### src/rtl/bmc_tx_pkg.sv
package bmc_tx_pkg;
  localparam int SF_BITS  = 32;
  localparam int AUD_MSB  = 27;
  localparam int VAL_BIT  = 28;
  localparam int USR_BIT  = 29;
  localparam int CS_BIT   = 30;
  localparam int PAR_BIT  = 31;

  localparam logic [7:0] PAT_B = 8'b11101000;
  localparam logic [7:0] PAT_M = 8'b11100010;
  localparam logic [7:0] PAT_W = 8'b11100100;

  typedef enum logic [1:0] {SYN_B, SYN_M, SYN_W} sync_e;

  // channel-status bit k of a CD stream
  function automatic logic cs_bit(input int unsigned k, input logic [3:0] q,
                                  input logic [1:0] acc);
    if (k < 4)        return q[k[1:0]];
    else if (k == 8)  return 1'b1;
    else if (k == 28) return acc[1];
    else if (k == 29) return acc[0];
    else              return 1'b0;
  endfunction
endpackage

### src/rtl/bmc_seq.sv
module bmc_seq #(
  parameter int SF_PER_BLOCK = 384,
  localparam int IDX_W = $clog2(SF_PER_BLOCK)
) (
  input  logic                    clk_i,
  input  logic                    rst_ni,
  input  logic                    run_i,
  input  logic                    half_en_i,
  output logic                    half_o,
  output logic [4:0]              bit_o,
  output logic [IDX_W-1:0]        sf_o,
  output logic                    start_o,
  output logic                    left_o,
  output bmc_tx_pkg::sync_e       sync_o
);
  import bmc_tx_pkg::*;

  localparam logic [IDX_W-1:0] SF_LAST = IDX_W'(SF_PER_BLOCK - 1);

  logic             half_q;
  logic [4:0]       bit_q;
  logic [IDX_W-1:0] sf_q;

  always_ff @(posedge clk_i or negedge rst_ni) begin
    if (!rst_ni) begin
      half_q <= 1'b0;
      bit_q  <= '0;
      sf_q   <= '0;
    end else if (!run_i) begin
      half_q <= 1'b0;
      bit_q  <= '0;
      sf_q   <= '0;
    end else if (half_en_i) begin
      half_q <= ~half_q;
      if (half_q) begin
        bit_q <= bit_q + 5'd1;
        if (bit_q == 5'd31) sf_q <= (sf_q == SF_LAST) ? '0 : sf_q + 1'b1;
      end
    end
  end

  assign half_o  = half_q;
  assign bit_o   = bit_q;
  assign sf_o    = sf_q;
  assign left_o  = ~sf_q[0];
  assign start_o = run_i & half_en_i & ~half_q & (bit_q == 5'd0);

  always_comb begin
    if (sf_q == '0)    sync_o = SYN_B;
    else if (!sf_q[0]) sync_o = SYN_M;
    else               sync_o = SYN_W;
  end

  p_sf_bound_r2: assert property (@(posedge clk_i) disable iff (!rst_ni)
    32'(sf_q) < SF_PER_BLOCK);
  p_park_r1: assert property (@(posedge clk_i) disable iff (!rst_ni)
    !run_i |=> (sf_q == '0) && (bit_q == 5'd0) && !half_q);
endmodule

### src/rtl/bmc_frame.sv
module bmc_frame #(
  parameter int SAMPLE_W = 16,
  parameter int IDX_W    = 9
) (
  input  logic                clk_i,
  input  logic                rst_ni,
  input  logic                start_i,
  input  logic                left_i,
  input  logic [IDX_W-1:0]    sf_i,
  input  logic [1:0]          mode_i,
  input  logic [SAMPLE_W-1:0] raw_l_i,
  input  logic [SAMPLE_W-1:0] raw_r_i,
  input  logic [SAMPLE_W-1:0] cnc_l_i,
  input  logic [SAMPLE_W-1:0] cnc_r_i,
  input  logic                err_l_i,
  input  logic                err_r_i,
  input  logic                user_bit_i,
  input  logic [3:0]          q_ctrl_i,
  input  logic [1:0]          clk_acc_i,
  output logic [31:0]         word_o,
  output logic                pair_req_o
);
  import bmc_tx_pkg::*;

  logic [SAMPLE_W-1:0] r_hold_q;
  logic                r_err_q;
  logic [31:0]         word_q;
  logic                req_q;
  logic                use_raw;
  logic                cs_now;
  logic [IDX_W-1:0]    pair_idx;

  function automatic logic [31:0] build(input logic [SAMPLE_W-1:0] s, input logic e,
                                        input logic u, input logic c);
    logic [31:0] w;
    w = '0;
    w[AUD_MSB -: SAMPLE_W] = s;
    w[VAL_BIT] = e;
    w[USR_BIT] = u;
    w[CS_BIT]  = c;
    w[PAR_BIT] = ^w[CS_BIT:4];
    return w;
  endfunction

  assign use_raw  = (mode_i == 2'b01);
  assign pair_idx = sf_i >> 1;
  assign cs_now   = cs_bit(32'(pair_idx), q_ctrl_i, clk_acc_i);

  always_ff @(posedge clk_i or negedge rst_ni) begin
    if (!rst_ni) begin
      r_hold_q <= '0;
      r_err_q  <= 1'b0;
      word_q   <= '0;
      req_q    <= 1'b0;
    end else begin
      req_q <= start_i & left_i;
      if (start_i) begin
        if (left_i) begin
          r_hold_q <= use_raw ? raw_r_i : cnc_r_i;
          r_err_q  <= err_r_i;
          word_q   <= build(use_raw ? raw_l_i : cnc_l_i, err_l_i, user_bit_i, cs_now);
        end else begin
          word_q   <= build(r_hold_q, r_err_q, user_bit_i, cs_now);
        end
      end
    end
  end

  assign word_o     = word_q;
  assign pair_req_o = req_q;

  p_parity_even_r9: assert property (@(posedge clk_i) disable iff (!rst_ni)
    start_i |=> (^word_o[31:4]) == 1'b0);
  p_req_single_r10: assert property (@(posedge clk_i) disable iff (!rst_ni)
    pair_req_o |=> !pair_req_o);
endmodule

### src/rtl/bmc_line.sv
module bmc_line (
  input  logic              clk_i,
  input  logic              rst_ni,
  input  logic              run_i,
  input  logic              half_en_i,
  input  logic              half_i,
  input  logic [4:0]        bit_i,
  input  bmc_tx_pkg::sync_e sync_i,
  input  logic              data_bit_i,
  output logic              line_o
);
  import bmc_tx_pkg::*;

  logic       lvl_q, inv_q;
  logic [2:0] pidx;
  logic       in_pre;
  logic [7:0] pat;
  logic       inv_now;
  logic       pre_lvl;

  always_comb begin
    pidx   = {bit_i[1:0], half_i};
    in_pre = (bit_i < 5'd4);
    case (sync_i)
      SYN_B:   pat = PAT_B;
      SYN_M:   pat = PAT_M;
      default: pat = PAT_W;
    endcase
    inv_now = (pidx == 3'd0) ? lvl_q : inv_q;
    pre_lvl = pat[3'd7 - pidx] ^ inv_now;
  end

  always_ff @(posedge clk_i or negedge rst_ni) begin
    if (!rst_ni) begin
      lvl_q <= 1'b0;
      inv_q <= 1'b0;
    end else if (!run_i) begin
      lvl_q <= 1'b0;
      inv_q <= 1'b0;
    end else if (half_en_i) begin
      if (in_pre) begin
        lvl_q <= pre_lvl;
        if (pidx == 3'd0) inv_q <= lvl_q;
      end else if (!half_i) begin
        lvl_q <= ~lvl_q;
      end else begin
        lvl_q <= lvl_q ^ data_bit_i;
      end
    end
  end

  assign line_o = lvl_q;

  p_hold_low_r1: assert property (@(posedge clk_i) disable iff (!rst_ni)
    !run_i |=> !line_o);
  p_cell_edge_r3: assert property (@(posedge clk_i) disable iff (!rst_ni)
    run_i && half_en_i && !in_pre && !half_i |=> line_o != $past(line_o));
  p_idle_stable_r3: assert property (@(posedge clk_i) disable iff (!rst_ni)
    run_i && !half_en_i |=> $stable(line_o));
endmodule

### src/rtl/bmc_audio_tx.sv
module bmc_audio_tx #(
  parameter int SAMPLE_W     = 16,
  parameter int SF_PER_BLOCK = 384
) (
  input  logic                clk_i,
  input  logic                rst_ni,
  input  logic                half_en_i,
  input  logic [1:0]          mode_i,
  input  logic [SAMPLE_W-1:0] raw_l_i,
  input  logic [SAMPLE_W-1:0] raw_r_i,
  input  logic [SAMPLE_W-1:0] cnc_l_i,
  input  logic [SAMPLE_W-1:0] cnc_r_i,
  input  logic                err_l_i,
  input  logic                err_r_i,
  input  logic                user_bit_i,
  input  logic [3:0]          q_ctrl_i,
  input  logic [1:0]          clk_acc_i,
  output logic                line_o,
  output logic                pair_req_o
);
  import bmc_tx_pkg::*;

  localparam int IDX_W = $clog2(SF_PER_BLOCK);

  logic             run;
  logic             half;
  logic [4:0]       bit_pos;
  logic [IDX_W-1:0] sf;
  logic             start, left;
  sync_e            sync;
  logic [31:0]      word;

  assign run = (mode_i != 2'b00);

  bmc_seq #(.SF_PER_BLOCK(SF_PER_BLOCK)) u_seq (
    .clk_i(clk_i), .rst_ni(rst_ni), .run_i(run), .half_en_i(half_en_i),
    .half_o(half), .bit_o(bit_pos), .sf_o(sf), .start_o(start),
    .left_o(left), .sync_o(sync)
  );

  bmc_frame #(.SAMPLE_W(SAMPLE_W), .IDX_W(IDX_W)) u_frame (
    .clk_i(clk_i), .rst_ni(rst_ni), .start_i(start), .left_i(left), .sf_i(sf),
    .mode_i(mode_i), .raw_l_i(raw_l_i), .raw_r_i(raw_r_i),
    .cnc_l_i(cnc_l_i), .cnc_r_i(cnc_r_i), .err_l_i(err_l_i), .err_r_i(err_r_i),
    .user_bit_i(user_bit_i), .q_ctrl_i(q_ctrl_i), .clk_acc_i(clk_acc_i),
    .word_o(word), .pair_req_o(pair_req_o)
  );

  bmc_line u_line (
    .clk_i(clk_i), .rst_ni(rst_ni), .run_i(run), .half_en_i(half_en_i),
    .half_i(half), .bit_i(bit_pos), .sync_i(sync), .data_bit_i(word[bit_pos]),
    .line_o(line_o)
  );
endmodule

### config.mk
export PLATFORM = sky130hd
export DESIGN_NAME = bmc_audio_tx
export DESIGN_NICKNAME = d
export VERILOG_FILES = /design/src/rtl/bmc_tx_pkg.sv /design/src/rtl/bmc_seq.sv /design/src/rtl/bmc_frame.sv /design/src/rtl/bmc_line.sv /design/src/rtl/bmc_audio_tx.sv
export SDC_FILE = /design/constraint.sdc
export NUM_CORES = 1
export LEC_CHECK = 0
export BUFFER_PORTS_ARGS = -buffer_cell sky130_fd_sc_hd__buf_2
export CAP_MARGIN = 20
export CORE_MARGIN = 2
export CORE_UTILIZATION = 60
export DETAILED_ROUTE_END_ITERATION = 16
export PLACE_DENSITY = 0.86
export RECOVER_POWER = 100
export SLEW_MARGIN = 20
export SYNTH_ARGS = -nofsm -noshare
export SYNTH_HDL_FRONTEND = slang
export SYNTH_HIERARCHICAL = 1
export SYNTH_SLANG_ARGS = --single-unit
### constraint.sdc
create_clock -name clk_i -period 4.67 [get_ports clk_i]
set_input_delay 0.467 -clock clk_i [delete_from_list [all_inputs] [get_ports clk_i]]
set_output_delay 0.467 -clock clk_i [all_outputs]
set_load 0.05 [all_outputs]
Yosys cells after proc, flatten, opt, wreduce, memory -nomap -nowiden
Index checks and enable logic that the tools add are counted.
- bitwise gates (word level): 9
- order comparisons: 5
- $add $sub $neg: 3
- reductions and logical operators: 11
- muxes and demuxes: 34
- equal/unequal tests: 11
- operators with widths (operator ; number):
    $reduce_xor A27 Y1 ; 2
    $mux W9 ; 5
    $mux W16 ; 2
    $mux W32 ; 1
    $mux W1 ; 17
    $eq A8 B5 Y1 const B ; 2
    $mux W5 ; 3
    $add A9 B1 Y9 const B ; 1
    $eq A9 B9 Y1 const B ; 1
    $logic_not A9 Y1 ; 1
    $eq A8 B4 Y1 const B ; 1
    $lt A8 B3 Y1 const B ; 1
    $ne A2 B2 Y1 const B ; 4
    $pmux W4 S2 ; 1
    $lt A5 B6 Y1 const B ; 1
    $reduce_and A2 Y1 ; 3
    $add A5 B1 Y5 const B ; 1
    $bmux W1 S5 ; 1
    $eq A5 B5 Y1 const B ; 1
    $logic_not A5 Y1 ; 1
    $lt A5 B3 Y1 const B ; 1
    $and A1 B1 Y1 ; 4
    $eq A2 B1 Y1 const B ; 2
    $lt A3 B4 Y1 const B ; 1
    other kinds (11) ; 15
- word-level logic and storage cells: 82
- bits of input ports: 78
- flip-flop bits (word level): 67
- output and inout bits: 2

Logic depth before layout (Yosys ltp)
- depth after elaboration: 10
- gate-level depth with buffers: 12
- gate-level depth less buffers: 10

By module
Netlist, hierarchy kept.
- by module, submodules not included (module ; area an instance (um^2) ; cells an instance ; times used ; sequential area each (um^2)):
    bmc_frame ; 2543.7 ; 248 ; 1 ; 950.9
    bmc_seq ; 887.1 ; 92 ; 1 ; 375.4
    bmc_audio_tx ; 331.6 ; 42 ; 1 ; 0.0
    bmc_line ; 176.4 ; 22 ; 1 ; 50.0

Least setup slack after synthesis
No wires, ideal clock.
- path kind: reg2reg
- start point: register u_seq.bit_q[0] (netlist: u_seq/bit_o[0])
- end point: register u_frame.word_q[12] (netlist: u_frame/word_o[12])
- arrival: 1941 ps
- buffers on the path: 1
- data required time: 4545 ps
- path slack: 2604 ps
- setup time: 125 ps
- period minus slack after synthesis: 2066 ps
- cell stages (with the launch flop): 7
- cell sequence: dfrtp_1 -> inv_1 -> ha_1 -> nand4bb_1 -> nor4_1 -> buf_1 -> mux2_2
- cells in the longest elaborated chain, start to end: 2
- RTL lines (what ; RTL line ; RTL):
    from (decl) ; bmc_seq.sv:21 ; logic [4:0] bit_q;
    from (signal assigned) ; bmc_seq.sv:36 ; bit_q <= bit_q + 5'd1;
    $logic_not A5 Y1 ; bmc_seq.sv:46 ; assign start_o = run_i & half_en_i & ~half_q & (bit_q == 5'd0);
    $and A1 B1 Y1 ; bmc_seq.sv:46 ;
    net start ; bmc_audio_tx.sv:29 ; logic start, left;
    to (signal assigned) ; bmc_frame.sv:61 ; word_q <= build(use_raw ? raw_l_i : cnc_l_i, err_l_i, user_bit_i, cs_now);
    to (signal assigned) ; bmc_frame.sv:63 ; word_q <= build(r_hold_q, r_err_q, user_bit_i, cs_now);
    to (decl) ; bmc_frame.sv:27 ; logic [31:0] word_q;
The timed path passes the listed nets, and every way through them passes these cells.
A chain may end at the register's enable or synchronous reset.

Worst setup path after layout
- start point: input port mode_i[1]
- end point: register u_frame.r_err_q
- cells in the longest elaborated chain, start to end: 5
- RTL lines (what ; RTL line ; RTL):
    from (decl) ; bmc_audio_tx.sv:8 ; input logic [1:0] mode_i,
    $reduce_bool A2 Y1 ; bmc_audio_tx.sv:33 ; assign run = (mode_i != 2'b00);
    net run ; bmc_audio_tx.sv:25 ; logic run;
    $and A1 B1 Y1 (3 in series) ; bmc_seq.sv:46 ;
    net start ; bmc_audio_tx.sv:29 ;
    $reduce_and A2 Y1 (no source line) ; - ;
    to (signal assigned) ; bmc_frame.sv:60 ; r_err_q <= err_r_i;
    to (decl) ; bmc_frame.sv:26 ; logic r_err_q;
The timed path passes the listed nets, and every way through them passes these cells.

==> impl_summary.log <==
[metrics] status: finished, violations left
[metrics] failing checks: capacitance limit, slew limit
[metrics] via count of the first global-routing pass: 3,261
[metrics] power density relative to cell area: 487 nW/um^2
[metrics] fraction of the yosys area taken by sequential cells: 0.349
[metrics] TritonCTS buffer count: 5
[metrics] most used flip-flop cell after synthesis: sky130_fd_sc_hd__dfrtp_1
[metrics] RSZ-0062 raised after global routing: no
[metrics] count of buffers added by post-CTS timing repair for setup: 0
[metrics] placer's final routability congestion estimate: 0.880
[metrics] overall overflow remaining after global route: 0
[metrics] worst-path fanout max: 34
[metrics] Gates resized, CTS repair: 0
[metrics] max-cap viol count: 1
[metrics] routed via count divided by cell count: 5.74
[metrics] Crit Path Class: primary input to flip-flop
[metrics] Die Span X: 85.0 um
[metrics] Port Buffer Count: 79
[metrics] maximum number of pins on one net before global-route repair: 56
[metrics] share of the cycle needed by the critical path after routing: 0.742
[metrics] Post-synth EDFFs: 0
[metrics] Worst Setup Start Kind: primary input
[metrics] Worst Path Arrival: 3.66 ns
[metrics] number of different library cells in the post-synthesis netlist: 56
[metrics] Tightest Pin Transition: 2.89 ns
[metrics] wire length after detailed routing: 8650 um
[metrics] count of boundary I/O pins: 80
[metrics] Detail Route Antenna Nets: 0
[metrics] number of antenna repair diodes: 0
[metrics] Peak Freq: 0.288 GHz
[metrics] synthesized netlist cell count: 404
[metrics] Yosys reg bits: 55
[metrics] crit-path cells: clkbuf_1 > or2_0 > inv_1 > nor4_2 > clkbuf_1 > nand2_1 > inv_2 > mux2_2
[metrics] Max Buffers Root-to-Sink: 2
[metrics] most numerous cell on the critical path: sky130_fd_sc_hd__clkbuf_1
[metrics] number of endpoints failing setup at the final stage: 0
[metrics] clock latency on the worst-skew pair: 0.30 ns
[metrics] die area: 7230 um^2
[metrics] share of async-settable or async-resettable flops after synthesis: 1.00
[metrics] leading cell types in the layout, fill and taps excluded: 76 x sky130_fd_sc_hd__buf_2, 55 x sky130_fd_sc_hd__dfrtp_1, 54 x sky130_fd_sc_hd__mux2i_1
[metrics] most common cell after layout, fill and taps aside: sky130_fd_sc_hd__buf_2
[metrics] area of the mapped netlist: 3940 um^2
[metrics] number of levels in the clock H-tree: 2
[metrics] total negative slack: 0 ns
[metrics] GRT Total Usage: 0.251
[metrics] required time reported for the critical path endpoint: 4.87 ns
[metrics] placed wire-length estimate after detailed placement: 6530 um
[metrics] number of antenna violations at the first check in global routing: 0
[metrics] worst min-delay path class: primary input to flip-flop
[metrics] Register-to-Register Setup Slack: 1.25 ns
[metrics] final net count: 557
[metrics] CTS tree: built
[metrics] area inside the core boundary: 6350 um^2
[metrics] average instance area after synthesis: 9.75 um^2
[metrics] Worst-path clk slew: 0.09 ns
[metrics] IR drop worst, VDD: 0.519 mV
[metrics] relative slew slack: -0.928
[metrics] detailed-route DRC error count: 0
[metrics] Lkg Pwr: 0.00185 uW
[metrics] clock period minus final worst setup slack: 3.47 ns
[metrics] post-cts hold buffer count: 0
[metrics] initial detailed-routing violation count: 249
[metrics] total clock sinks: 55
[metrics] sum of internal, switching and leakage power: 2130 uW
[metrics] number of hold violations in the final report: 0
[metrics] fraction of layout instances using a drive strength above 1: 0.236
[metrics] number of warnings printed during yosys synthesis: 6
[metrics] die height: 85.0 um
[metrics] routed length per instance: 15.7 um
[metrics] CTS Root Buffer Type: sky130_fd_sc_hd__clkbuf_8
[metrics] Worst path slowest cell: sky130_fd_sc_hd__clkbuf_1
[metrics] vias post-DR: 3,169
[metrics] first-pass GRT wire length: 14,600 um
[metrics] Setup crit end kind: flip-flop
[metrics] relative area change from synthesis to final layout: 11.1%
[metrics] peak per-stage delay on the critical path: 0.89 ns
[metrics] placement row count: 29
[metrics] starting density of the core: 0.620
[metrics] Pins Over Slew Limit: 56
[metrics] Pre-antenna DRT Iters: 5
[metrics] final clock skew: 0.00519 ns
==> worst max-delay path, delay by kind of cell <==
family | cells | cell delay, ns
multiplexers | 1 | 0.39
AND/OR/NAND/NOR | 3 | 0.96
buffers and inverters | 4 | 1.82
==> metrics by stage <==
step / util / hold slack [ns] / instances / setup slack, ns / cell area [um^2]
global route: 0.689 / 0.400 / 552 / 0.915 / 4380
finish: 0.689 / 0.394 / 552 / 1.20 / 4380
CTS: 0.695 / 0.295 / 552 / 1.89 / 4410
floorplan: - / 0.171 / 415 / 2.60 / 3980
global placement: 0.679 / 0.475 / 544 / 1.98 / 4310
detailed placement: 0.679 / 0.495 / 544 / 1.90 / 4310
==> worst paths after layout <==
check                           cells after the start              endpoint                from
worst max register to register                      8       u_frame/r_err_q      u_seq/bit_o[1]
worst max-delay path                                8       u_frame/r_err_q           mode_i[1]
worst min-delay path                                2       u_frame/r_err_q             err_r_i
worst min register to register                      1    u_frame/word_o[13]  u_frame/word_o[13]
max in group asynchronous                           2   u_frame/r_hold_q[1]              rst_ni
min in group asynchronous                           2  u_frame/r_hold_q[12]              rst_ni
==> layout make-up <==
class | instances | area, um^2
Clock buffer | 8 | 100
Fill cell | 485 | 1970
Inverter | 10 | 37.5
Multi-Input combinational cell | 319 | 2350
Sequential cell | 55 | 1380
Tap cell | 77 | 96.3
Timing Repair Buffer | 83 | 414
==> synthesized netlist by cell type, types with 2 or more instances <==
cell / n / share of area
sky130_fd_sc_hd__xor2_1: 9 / 0.020
sky130_fd_sc_hd__nor2b_1: 3 / 0.0048
sky130_fd_sc_hd__ha_1: 5 / 0.016
sky130_fd_sc_hd__a31o_1: 2 / 0.0044
sky130_fd_sc_hd__nand3b_1: 2 / 0.0038
sky130_fd_sc_hd__nor3_1: 4 / 0.0051
sky130_fd_sc_hd__buf_2: 4 / 0.0051
sky130_fd_sc_hd__buf_6: 2 / 0.0057
sky130_fd_sc_hd__a22oi_1: 4 / 0.0076
sky130_fd_sc_hd__nand4_1: 3 / 0.0048
sky130_fd_sc_hd__xnor2_1: 38 / 0.084
sky130_fd_sc_hd__nor2_1: 41 / 0.039
sky130_fd_sc_hd__o311ai_0: 5 / 0.011
sky130_fd_sc_hd__buf_1: 2 / 0.0019
sky130_fd_sc_hd__inv_1: 9 / 0.0086
sky130_fd_sc_hd__and3_1: 2 / 0.0032
sky130_fd_sc_hd__nand3_1: 8 / 0.010
sky130_fd_sc_hd__nand2b_1: 3 / 0.0048
sky130_fd_sc_hd__clkbuf_1: 8 / 0.0076
sky130_fd_sc_hd__mux2i_1: 54 / 0.14
sky130_fd_sc_hd__nand2_1: 18 / 0.017
sky130_fd_sc_hd__dfrtp_1: 55 / 0.35
sky130_fd_sc_hd__buf_4: 14 / 0.027
sky130_fd_sc_hd__o31ai_1: 2 / 0.0038
sky130_fd_sc_hd__or3_1: 4 / 0.0064
sky130_fd_sc_hd__nor4_1: 2 / 0.0032
sky130_fd_sc_hd__mux2_2: 18 / 0.051
sky130_fd_sc_hd__o41ai_1: 2 / 0.0044
sky130_fd_sc_hd__xnor3_1: 3 / 0.017
sky130_fd_sc_hd__o21ai_0: 3 / 0.0038
sky130_fd_sc_hd__a21oi_1: 49 / 0.062
sky130_fd_sc_hd__a31oi_1: 2 / 0.0032
==> state kept, by name, summed over array words and instances, names as in the netlist <==
register            count
u_frame/r_hold_q       16
u_line/inv_q            1
u_line/line_o           1
u_seq/sf_o              9
u_frame/pair_req_o      1
u_seq/half_o            1
u_frame/r_err_q         1
u_seq/bit_o             5
u_frame/word_o         20
==> metal layers <==
metal  vias to the layer above  wire, um  global-route usage  share of wire
met5                         -         0                   0              0
met4                         0       180               0.104          0.021
met3                        19       384              0.0370          0.044
met2                        95      4370               0.426           0.51
met1                      1509      3710               0.322           0.43
li1                       1546         -                   -              -
==> cells by family (layout without fill, tap and decap cells) <==
| family | count (synthesis) | in the layout | synth area share |
|---|---|---|---|
| other cells | 1 | 12 | 0.000952 |
| mux | 74 | 74 | 0.195 |
| xor+xnor | 50 | 50 | 0.122 |
| flops | 55 | 55 | 0.349 |
| buf+inv | 41 | 101 | 0.0616 |
| fa+ha+maj | 5 | 5 | 0.0159 |
| compound gates | 78 | 78 | 0.129 |
| simple gates | 100 | 100 | 0.126 |
==> power by group <==
group	total [uW]	internal, uW	leakage (uW)	switching, uW
logic	1000	559	0.00114	443
registers	849	656	0.000666	193
clock network	280	136	0.0000515	144
total	2130	1350	0.00185	780
Power figures use the tool's default switching activity.
